File: src/rtl/fis_pkg.sv
package fis_pkg;
  typedef enum logic [1:0] {
    FIS_IDLE  = 2'd0,
    FIS_WAIT  = 2'd1,
    FIS_COUNT = 2'd2
  } fis_state_e;
endpackage

File: src/rtl/fis_block_track.sv
module fis_block_track #(
  parameter int BLK_W = 8
) (
  input  logic             clk,
  input  logic             rst_n,
  input  logic             vp_pulse,
  input  logic             vp_first,
  output logic [BLK_W-1:0] enter_idx
);
  logic [BLK_W-1:0] blk_q;

  // index of the block opened by the current verification point
  assign enter_idx = vp_first ? '0 : blk_q + 1'b1;

  always_ff @(posedge clk) begin
    if (!rst_n)        blk_q <= '0;
    else if (vp_pulse) blk_q <= enter_idx;
  end
endmodule

File: src/rtl/fis_cycle_timer.sv
module fis_cycle_timer #(
  parameter int OFS_W = 16
) (
  input  logic             clk,
  input  logic             rst_n,
  input  logic             clear,
  input  logic             run,
  input  logic [OFS_W-1:0] limit,
  output logic             hit
);
  logic [OFS_W-1:0] cnt_q;

  always_ff @(posedge clk) begin
    if (!rst_n)      cnt_q <= '0;
    else if (clear)  cnt_q <= '0;
    else if (run)    cnt_q <= cnt_q + 1'b1;
  end

  assign hit = run && (cnt_q == limit);
endmodule

File: src/rtl/fis_mask_gen.sv
module fis_mask_gen #(
  parameter int XLEN  = 32,
  parameter int BIT_W = 5
) (
  input  logic [BIT_W-1:0] bit_idx,
  output logic [XLEN-1:0]  mask
);
  for (genvar i = 0; i < XLEN; i++) begin : g_bit
    assign mask[i] = (bit_idx == BIT_W'(i));
  end
endmodule

File: src/rtl/fault_inject_sched.sv
module fault_inject_sched
  import fis_pkg::*;
#(
  parameter int BLK_W = 8,
  parameter int OFS_W = 16,
  parameter int REG_N = 16,
  parameter int XLEN  = 32,
  localparam int REG_W = $clog2(REG_N),
  localparam int BIT_W = $clog2(XLEN)
) (
  input  logic             clk,
  input  logic             rst_n,
  input  logic             cfg_valid,
  output logic             cfg_ready,
  input  logic             cfg_arm,
  input  logic [BLK_W-1:0] cfg_block,
  input  logic [OFS_W-1:0] cfg_offset,
  input  logic             cfg_core,
  input  logic [REG_W-1:0] cfg_reg,
  input  logic [BIT_W-1:0] cfg_bit,
  input  logic             vp_pulse,
  input  logic             vp_first,
  input  logic             inj_ack,
  output logic             irq_core0,
  output logic             irq_core1,
  output logic             inj_active,
  output logic             inj_core,
  output logic [REG_W-1:0] inj_reg,
  output logic [XLEN-1:0]  inj_mask,
  output logic             done
);
  fis_state_e       st_q;
  logic [BLK_W-1:0] tgt_blk_q;
  logic [OFS_W-1:0] tgt_ofs_q;
  logic             tgt_core_q;
  logic [REG_W-1:0] tgt_reg_q;
  logic [BIT_W-1:0] tgt_bit_q;
  logic [BLK_W-1:0] enter_idx;
  logic [XLEN-1:0]  mask_w;
  logic             hit, opens_target, timer_clear;
  logic             irq_q;

  assign cfg_ready = 1'b1;

  fis_block_track #(.BLK_W(BLK_W)) u_track (
    .clk(clk), .rst_n(rst_n), .vp_pulse(vp_pulse), .vp_first(vp_first),
    .enter_idx(enter_idx)
  );

  assign opens_target = vp_pulse && (enter_idx == tgt_blk_q)
                     && (st_q != FIS_IDLE);
  assign timer_clear  = cfg_valid || opens_target;

  fis_cycle_timer #(.OFS_W(OFS_W)) u_timer (
    .clk(clk), .rst_n(rst_n), .clear(timer_clear),
    .run(st_q == FIS_COUNT && !cfg_valid), .limit(tgt_ofs_q), .hit(hit)
  );

  fis_mask_gen #(.XLEN(XLEN), .BIT_W(BIT_W)) u_mask (
    .bit_idx(tgt_bit_q), .mask(mask_w)
  );

  always_ff @(posedge clk) begin
    if (!rst_n) begin
      st_q       <= FIS_IDLE;
      tgt_blk_q  <= '0;
      tgt_ofs_q  <= '0;
      tgt_core_q <= 1'b0;
      tgt_reg_q  <= '0;
      tgt_bit_q  <= '0;
      irq_q      <= 1'b0;
      inj_active <= 1'b0;
      inj_core   <= 1'b0;
      inj_reg    <= '0;
      inj_mask   <= '0;
      done       <= 1'b0;
    end else begin
      irq_q <= 1'b0;
      if (cfg_valid) begin
        tgt_blk_q  <= cfg_block;
        tgt_ofs_q  <= cfg_offset;
        tgt_core_q <= cfg_core;
        tgt_reg_q  <= cfg_reg;
        tgt_bit_q  <= cfg_bit;
        st_q       <= cfg_arm ? FIS_WAIT : FIS_IDLE;
        done       <= 1'b0;
        inj_active <= 1'b0;
        inj_core   <= 1'b0;
        inj_reg    <= '0;
        inj_mask   <= '0;
      end else begin
        if (inj_ack) begin
          inj_active <= 1'b0;
          inj_core   <= 1'b0;
          inj_reg    <= '0;
          inj_mask   <= '0;
        end
        unique case (st_q)
          FIS_WAIT: begin
            if (opens_target) st_q <= FIS_COUNT;
          end
          FIS_COUNT: begin
            if (hit) begin
              st_q       <= FIS_IDLE;
              irq_q      <= 1'b1;
              done       <= 1'b1;
              inj_active <= 1'b1;
              inj_core   <= tgt_core_q;
              inj_reg    <= tgt_reg_q;
              inj_mask   <= mask_w;
            end else if (vp_pulse) begin
              st_q <= opens_target ? FIS_COUNT : FIS_WAIT;
            end
          end
          default: st_q <= FIS_IDLE;
        endcase
      end
    end
  end

  assign irq_core0 = irq_q;
  assign irq_core1 = irq_q;
endmodule

File: config.mk
export PLATFORM = sky130hd
export DESIGN_NAME = fault_inject_sched
export DESIGN_NICKNAME = d
export VERILOG_FILES = /design/src/rtl/fis_pkg.sv /design/src/rtl/fis_block_track.sv /design/src/rtl/fis_cycle_timer.sv /design/src/rtl/fis_mask_gen.sv /design/src/rtl/fault_inject_sched.sv
export SDC_FILE = /design/constraint.sdc
export NUM_CORES = 1
export LEC_CHECK = 0
export BUFFER_PORTS_ARGS = -buffer_cell sky130_fd_sc_hd__buf_2
export CAP_MARGIN = 0
export CORE_UTILIZATION = 40
export DETAILED_ROUTE_END_ITERATION = 12
export PLACE_DENSITY = 0.67
export SLEW_MARGIN = 20
export SYNTH_ARGS = -nofsm -noshare
export SYNTH_HDL_FRONTEND = slang
export SYNTH_SLANG_ARGS = --single-unit
File: constraint.sdc
create_clock -name clk -period 4.7 [get_ports clk]
set_input_delay 0.94 -clock clk [delete_from_list [all_inputs] [get_ports clk]]
set_output_delay 0.94 -clock clk [all_outputs]
set_load 0.01 [all_outputs]
# Word level (Yosys, flattened, before mapping)
# Cells that the tools add are included.
# Widths: inputs -> output; s select.
[word_totals] elab_cells=89 inputBits=41 register_bits=100
[op_classes] mux=21 eq_ne=37 n_reduce_logical=13 n_addsub=2 n_bitwise=2
[op_table] cell="$mux 32" n=3
[op_table] cell="$eq 5x5->1 const B" n=16
[op_table] cell="$eq 5x4->1 const B" n=8
[op_table] cell="$eq 5x3->1 const B" n=4
[op_table] cell="$add 16x1->16 const B" n=1
[op_table] cell="$eq 16x16->1" n=1
[op_table] cell="$mux 4" n=3
[op_table] cell="$eq 5x2->1 const B" n=2
[op_table] cell="$mux 2" n=5
[op_table] cell="$add 8x1->8 const B" n=1
[op_table] cell="$eq 8x8->1" n=1
[op_table] cell="$mux 1" n=8
[op_table] cell="$mux 8" n=1
[op_table] cell="$eq 5x1->1 const B" n=1
[op_table] cell="$logic_not 5->1" n=1
[op_table] cell="$logic_and 1x1->1" n=4
[op_table] cell="$ne 4x4->1 const B" n=1
[op_table] cell="$pmux 2 s2" n=1
[op_table] cell="$reduce_and 2->1" n=2
[op_table] cell="$reduce_or 2->1" n=2
[op_table] cell="$ne 3x3->1 const B" n=1
[op_table] cell="$reduce_or 3->1" n=1
[op_table] cell="$eq 2x1->1 const B" n=1
[op_table] cell="$eq 2x2->1 const B" n=1
[op_table] cell="other kinds (4)" n=5

# Longest topological paths before layout
[depth] ltp_word=10 mapped_depth=9 ltp_nobuf=9

# Hierarchy
# From an unflattened synthesis, not the netlist that was laid out.
[hier_totals] cells_unflattened=466 area_unflattened_um2=4530.6
[modules_own_cells] module="fault_inject_sched" area_per_inst_um2=2827.7 cells_each=242 instances=1
[modules_own_cells] module="fis_cycle_timer" area_per_inst_um2=957.2 cells_each=110 instances=1
[modules_own_cells] module="fis_block_track" area_per_inst_um2=524.3 cells_each=67 instances=1
[modules_own_cells] module="fis_mask_gen" area_per_inst_um2=221.5 cells_each=47 instances=1

# Worst setup path after synthesis
# OpenSTA, ideal clock, no wires.
[synth_path] kind="input to register" start="input vp_first" end="register st_q[0]" stages=7 required_time_ps=4582 path_slack_ps=2215 t_arrival_ps=2367 cell_sequence="clkbuf_1 -> nor4_1 -> a211oi_1 -> nor4_1 -> o311ai_4 -> a211o_1 -> o2111a_1"
[synth_between] elab_chain_cells=9 word_cells_on_any_way=11 cone_classes="eq/ne (2); mux (6); reduce/logical (3)"
[synth_lines] element="from (decl)" line_no="fault_inject_sched.sv:22" rtl="input logic vp_first,"
[synth_lines] element="$mux 8 (*)" line_no="fis_block_track.sv:13" rtl="assign enter_idx = vp_first ? '0 : blk_q + 1'b1;"
[synth_lines] element="$eq 8x8->1 (*)" line_no="fault_inject_sched.sv:50" rtl="assign opens_target = vp_pulse && (enter_idx == tgt_blk_q)"
[synth_lines] element="$logic_and 1x1->1 (*)" line_no="fault_inject_sched.sv:50"
[synth_lines] element="$logic_and 1x1->1 (*)" line_no="fault_inject_sched.sv:51" rtl="&& (st_q != FIS_IDLE);"
[synth_lines] element="$mux 2" line_no="fault_inject_sched.sv:112" rtl="st_q <= opens_target ? FIS_COUNT : FIS_WAIT;"
[synth_lines] element="$mux 2" line_no="fault_inject_sched.sv:111" rtl="end else if (vp_pulse) begin"
[synth_lines] element="$mux 2" line_no="fault_inject_sched.sv:103" rtl="if (hit) begin"
[synth_lines] element="$pmux 2 s2" line_no="fault_inject_sched.sv:98" rtl="unique case (st_q)"
[synth_lines] element="$mux 2" line_no="fault_inject_sched.sv:79" rtl="if (cfg_valid) begin"
[synth_lines] element="to (signal assigned)" line_no="fault_inject_sched.sv:85" rtl="st_q <= cfg_arm ? FIS_WAIT : FIS_IDLE;"
[synth_lines] element="to (signal assigned)" line_no="fault_inject_sched.sv:112"
[synth_lines] element="to (decl)" line_no="fault_inject_sched.sv:32" rtl="fis_state_e st_q;"
# Mark *: on every way between the ends. The rest lies on a longest branch, timed or not. The select of a mux whose other input is x is not followed.
# A chain may end at the register's enable or synchronous reset.

# Worst setup path in the final report
[layout_path] start="register u_timer.cnt_q[15]" end="register inj_mask[8]"
[layout_between] elab_chain_cells=4
[layout_lines] element="from (decl)" line_no="fis_cycle_timer.sv:11" rtl="logic [OFS_W-1:0] cnt_q;"
[layout_lines] element="from (signal assigned)" line_no="fis_cycle_timer.sv:16" rtl="else if (run) cnt_q <= cnt_q + 1'b1;"
[layout_lines] element="$eq 16x16->1" line_no="fis_cycle_timer.sv:19" rtl="assign hit = run && (cnt_q == limit);"
[layout_lines] element="$logic_and 1x1->1" line_no="fis_cycle_timer.sv:19"
[layout_lines] element="$mux 32" line_no="fault_inject_sched.sv:103"
[layout_lines] element="$mux 32" line_no="fault_inject_sched.sv:98"
[layout_lines] element="to (signal assigned)" line_no="fault_inject_sched.sv:110" rtl="inj_mask <= mask_w;"
[layout_lines] element="to (decl)" line_no="fault_inject_sched.sv:29" rtl="output logic [XLEN-1:0] inj_mask,"
# Every way passes these cells.

==> run summary <==
STA
--------------------------------------------------------------------------------------------------
Worst hold margin                                                                           478 ps
Worst slew margin relative to its limit                                                      48.0%
Clock skew                                                                                 10.8 ps
Unrepaired setup endpoints after global routing                                                 no
Total Neg Setup Slack                                                                         0 ps
Final setup violation count                                                                      0
Final count of pins violating max slew                                                           0
Time the final worst path needs with I/O delays and setup                                  2800 ps
Actual transition at the worst max-transition pin                                           780 ps
Setup slack of the critical path after layout                                              1900 ps
Endpoints failing hold                                                                           0
Final cycle utilization of the critical path                                                 59.5%
Max Freq                                                                                   358 MHz

PWR
--------------------------------------------------------------------------------------------------
Power Total                                                                                1.56 mW
Combinational group share of total power                                                      7.6%
Fraction of power spent switching nets                                                       24.6%
Leakage                                                                                    2.03 nW
Power share of the sequential group                                                          56.6%
Pint                                                                                       1.18 mW
Worst supply voltage drop on vdd                                                          0.145 mV
Pwr/cell area                                                                           309 nW/um2
Switching Power                                                                           0.383 mW
Clock Power Share                                                                            35.8%

PLACEMENT
--------------------------------------------------------------------------------------------------
GP Congestion                                                                                0.846
HPWL Detailed                                                                              6770 um
Worst slack after detailed placement                                                       1750 ps
Port Buf Inserts                                                                                81
Cell area after placement                                                                 4850 um2

DRT
--------------------------------------------------------------------------------------------------
Number of DRC markers after the initial detailed-route iteration                               237
Count of unresolved DRC violations after routing                                                 0
Final routed wire length divided by cell count                                             14.1 um
Via-per-instance ratio                                                                        5.12
Vias after detailed routing                                                                   3507
Final routed wirelength across all metal layers                                            9630 um
Detailed-routing iteration count for the pre-antenna-repair pass                                 4
Count of antenna-violating nets left after detailed routing                                      0

FLOORPLAN
--------------------------------------------------------------------------------------------------
Number of rows in the core area                                                                 37
Core box area                                                                            10400 um2
Initial standard-cell utilization of the core                                                41.7%
X dimension of the die                                                                      106 um
Vertical die dimension                                                                      106 um
Die Outline Area                                                                         11300 um2
I/O pin cnt                                                                                     83

FINISH
--------------------------------------------------------------------------------------------------
Reg with most FFs                                                                         inj_mask
Number of filler instances in the final layout                                                1044
Final net count                                                                                591
Growth of design area from synthesis to finish                                               16.1%
Diode insertion count for antenna repair                                                         0
Regs by FF count                                                                      inj_mask: 32 flops, tgt_ofs_q: 16 flops, u_timer.cnt_q: 16 flops
Share of final-layout standard cells stronger than drive strength 1                          20.9%
Final design area excluding fillers                                                       5050 um2
Number of flip-flops in the largest register                                                    32

SETUP PATH
--------------------------------------------------------------------------------------------------
Category of cells accounting for the largest share of critical-path delay             simple AND/OR/NAND/NOR gates
CP peak stage delay                                                                         670 ps
Worst Path Max Fanout                                                                           15
Arrival time at the worst endpoint                                                         3090 ps
Data required time at the worst endpoint                                                   4990 ps
Category of the critical setup timing path                                            flip-flop to flip-flop
Number of buffers and inverters on the critical path                                             0
Capturing element type of the critical path                                              flip-flop
Slowest library cell on the worst path                                                      nor4_4
CP Cell Sequence                                                                      xnor2_1 > nand4_1 > nor4_4 > nand2_2 > nor4_1 > a22oi_1 > nor2_1
Critical Path Source Type                                                                flip-flop

CLOCK TREE
--------------------------------------------------------------------------------------------------
Clock transition time at the flip-flop clock pins of the worst setup and hold paths         100 ps
Clock tree from TritonCTS                                                                    built
Clock latency of the later-clocked register in the worst-skew pair                          360 ps
Clk sink count                                                                                 100
Post CTS Setup Buffer Count                                                                      0
Total clock buffers created by CTS                                                               9
Hold buffers post-CTS                                                                            0
H-tree depth                                                                                     3
Cell chosen for the clock root                                                            clkbuf_8
CTS-repair resized insts                                                                         0
Longest Clk Path Bufs                                                                            2

SYNTH
--------------------------------------------------------------------------------------------------
Prevailing post-synth register cell                                                        dfxtp_1
Share of synthesized area occupied by flip-flops and latches                                 46.0%
Number of warning messages in the yosys log                                                      0
Synth Net Count                                                                                520
Cell variety after synth                                                                        47
Asr flop ratio synth                                                                            0%
Synthesized netlist cell count                                                                 474
Number of synthesized register bits                                                            100
Post-synth EDFFs                                                                                 0
Post-Syn Area per Cell                                                                    9.17 um2
Netlist area before placement                                                             4350 um2

GLOBAL ROUTING
--------------------------------------------------------------------------------------------------
Number of antenna violations at the first check in global routing                                0
Largest net degree at the start of global routing                                               46
Via count of the first global-routing pass                                                    3357
Global route total overflow                                                                      0
Global-route total usage across every layer                                                  17.8%
First-pass GRT wire length                                                                16100 um

JOB
--------------------------------------------------------------------------------------------------
Number of max-cap violations                                                                     0

HOLD PATH
--------------------------------------------------------------------------------------------------
Hold crit path type                                                                   flip-flop to flip-flop

STATUS
--------------------------------------------------------------------------------------------------
Status                                                                                   completed

==> per-layer routing <==
metal	up-vias	global-route usage, %	wire [um]
met5	-	0	0
met4	0	6.85	155
met3	13	2.88	378
met2	74	28.8	4560
met1	1643	23.7	4530
li1	1777	-	-
==> cell usage in the layout (no fill, tap or decap), drive strengths merged, types with 2 or more instances in the layout <==
| cell type | count |
|---|---|
| nor2 | 112 |
| dfxtp | 100 |
| buf | 85 |
| mux2i | 37 |
| a22oi | 34 |
| xnor2 | 23 |
| nand2 | 21 |
| xor2 | 13 |
| nor2b | 10 |
| clkbuf | 10 |
| a21oi | 10 |
| o21ai | 9 |
| inv | 9 |
| nor4 | 9 |
| nand4 | 7 |
| nor3 | 5 |
| and3b | 5 |
| a31oi | 5 |
| ha | 5 |
| nand3 | 5 |
| and3 | 4 |
| nand2b | 4 |
| or3 | 4 |
| o2111a | 2 |
| mux2 | 2 |
| nor4b | 2 |
| a211o | 2 |
==> Yosys cell counts, types with 2 or more instances <==
cell type  count  share of area, %
a21oi_1       10               1.2
a211o_1        2              0.40
and3b_1        5               1.0
nand2_1       19               1.6
dfxtp_1      100                46
mux2_2         2              0.52
nand2_2        2              0.29
and3_1         4              0.58
xnor2_1       23               4.6
buf_1          6              0.52
nor4_1         6              0.86
nor2_1       112               9.7
nor2b_1       10               1.4
nand2b_1       4              0.58
mux2i_1       37               8.5
nand4_1        7               1.0
a31oi_1        5              0.72
buf_4          2              0.35
nand3_1        4              0.46
clkbuf_1      16               1.4
or3_1          3              0.43
nor3_1         5              0.58
inv_1          6              0.52
o21ai_0        9               1.0
a22oi_1       34               5.9
nor4_2         2              0.58
nor4b_2        2              0.69
o2111a_1       2              0.52
ha_1           5               1.4
xor2_1        13               2.6
==> power by group through the flow <==
stage          clock (mW)  combinational (mW)  sequential [mW]
2_1_floorplan           0              0.0844            0.897
3_3_place_gp            0               0.116            0.901
3_5_place_dp            0               0.119            0.902
4_1_cts             0.574               0.120            0.883
5_1_grt             0.613               0.132            0.886
6_report            0.558               0.118            0.882
==> tightest hold or removal path, delay by kind of cell (launching register included) <==
| family | cells | cell delay [ps] |
|---|---|---|
| flip-flops | 1 | 320 |
| AND/OR/NAND/NOR | 1 | 60 |
| AO/OA/AOI/OAI | 1 | 60 |
==> layout make-up <==
class / count / area (um2) / area share [%]
multi-input cells: 342 / 2210 / 43.9
flip-flops and latches: 100 / 2000 / 39.7
repair buffers: 85 / 435 / 8.63
well taps: 136 / 170 / 3.37
clock buffers: 10 / 138 / 2.73
clock inverters: 5 / 60.1 / 1.19
inverters: 7 / 26.3 / 0.521
==> cells by family after synthesis <==
kind of cell | count (synthesis) | synth area share (%)
DFF | 100 | 46.0
muxes | 39 | 9.04
adders and majority gates | 5 | 1.44
and+or+nand+nor | 193 | 21.6
other | 1 | 0.0862
buffers and inverters | 32 | 3.11
xor gates and xnor gates | 36 | 7.25
AOI/OAI and AO/OA | 68 | 11.4
==> final timing paths <==
path,slack [ps],to,cells after the start,from
setup / recovery,1900,inj_mask[8],7,u_timer.cnt_q[15]
hold reg to reg,480,inj_active,2,inj_active
setup reg to reg,1900,inj_mask[8],7,u_timer.cnt_q[15]
hold / removal,480,inj_active,2,inj_active
==> per-stage QoR <==
stage / utilization, % / std cells
floorplan: - / 474
global placement: 46.5 / 670
detailed placement: 46.5 / 670
CTS: 48.4 / 685
global route: 48.4 / 685
finish: 48.4 / 685
No activity file was read; power rests on OpenSTA's default activity.
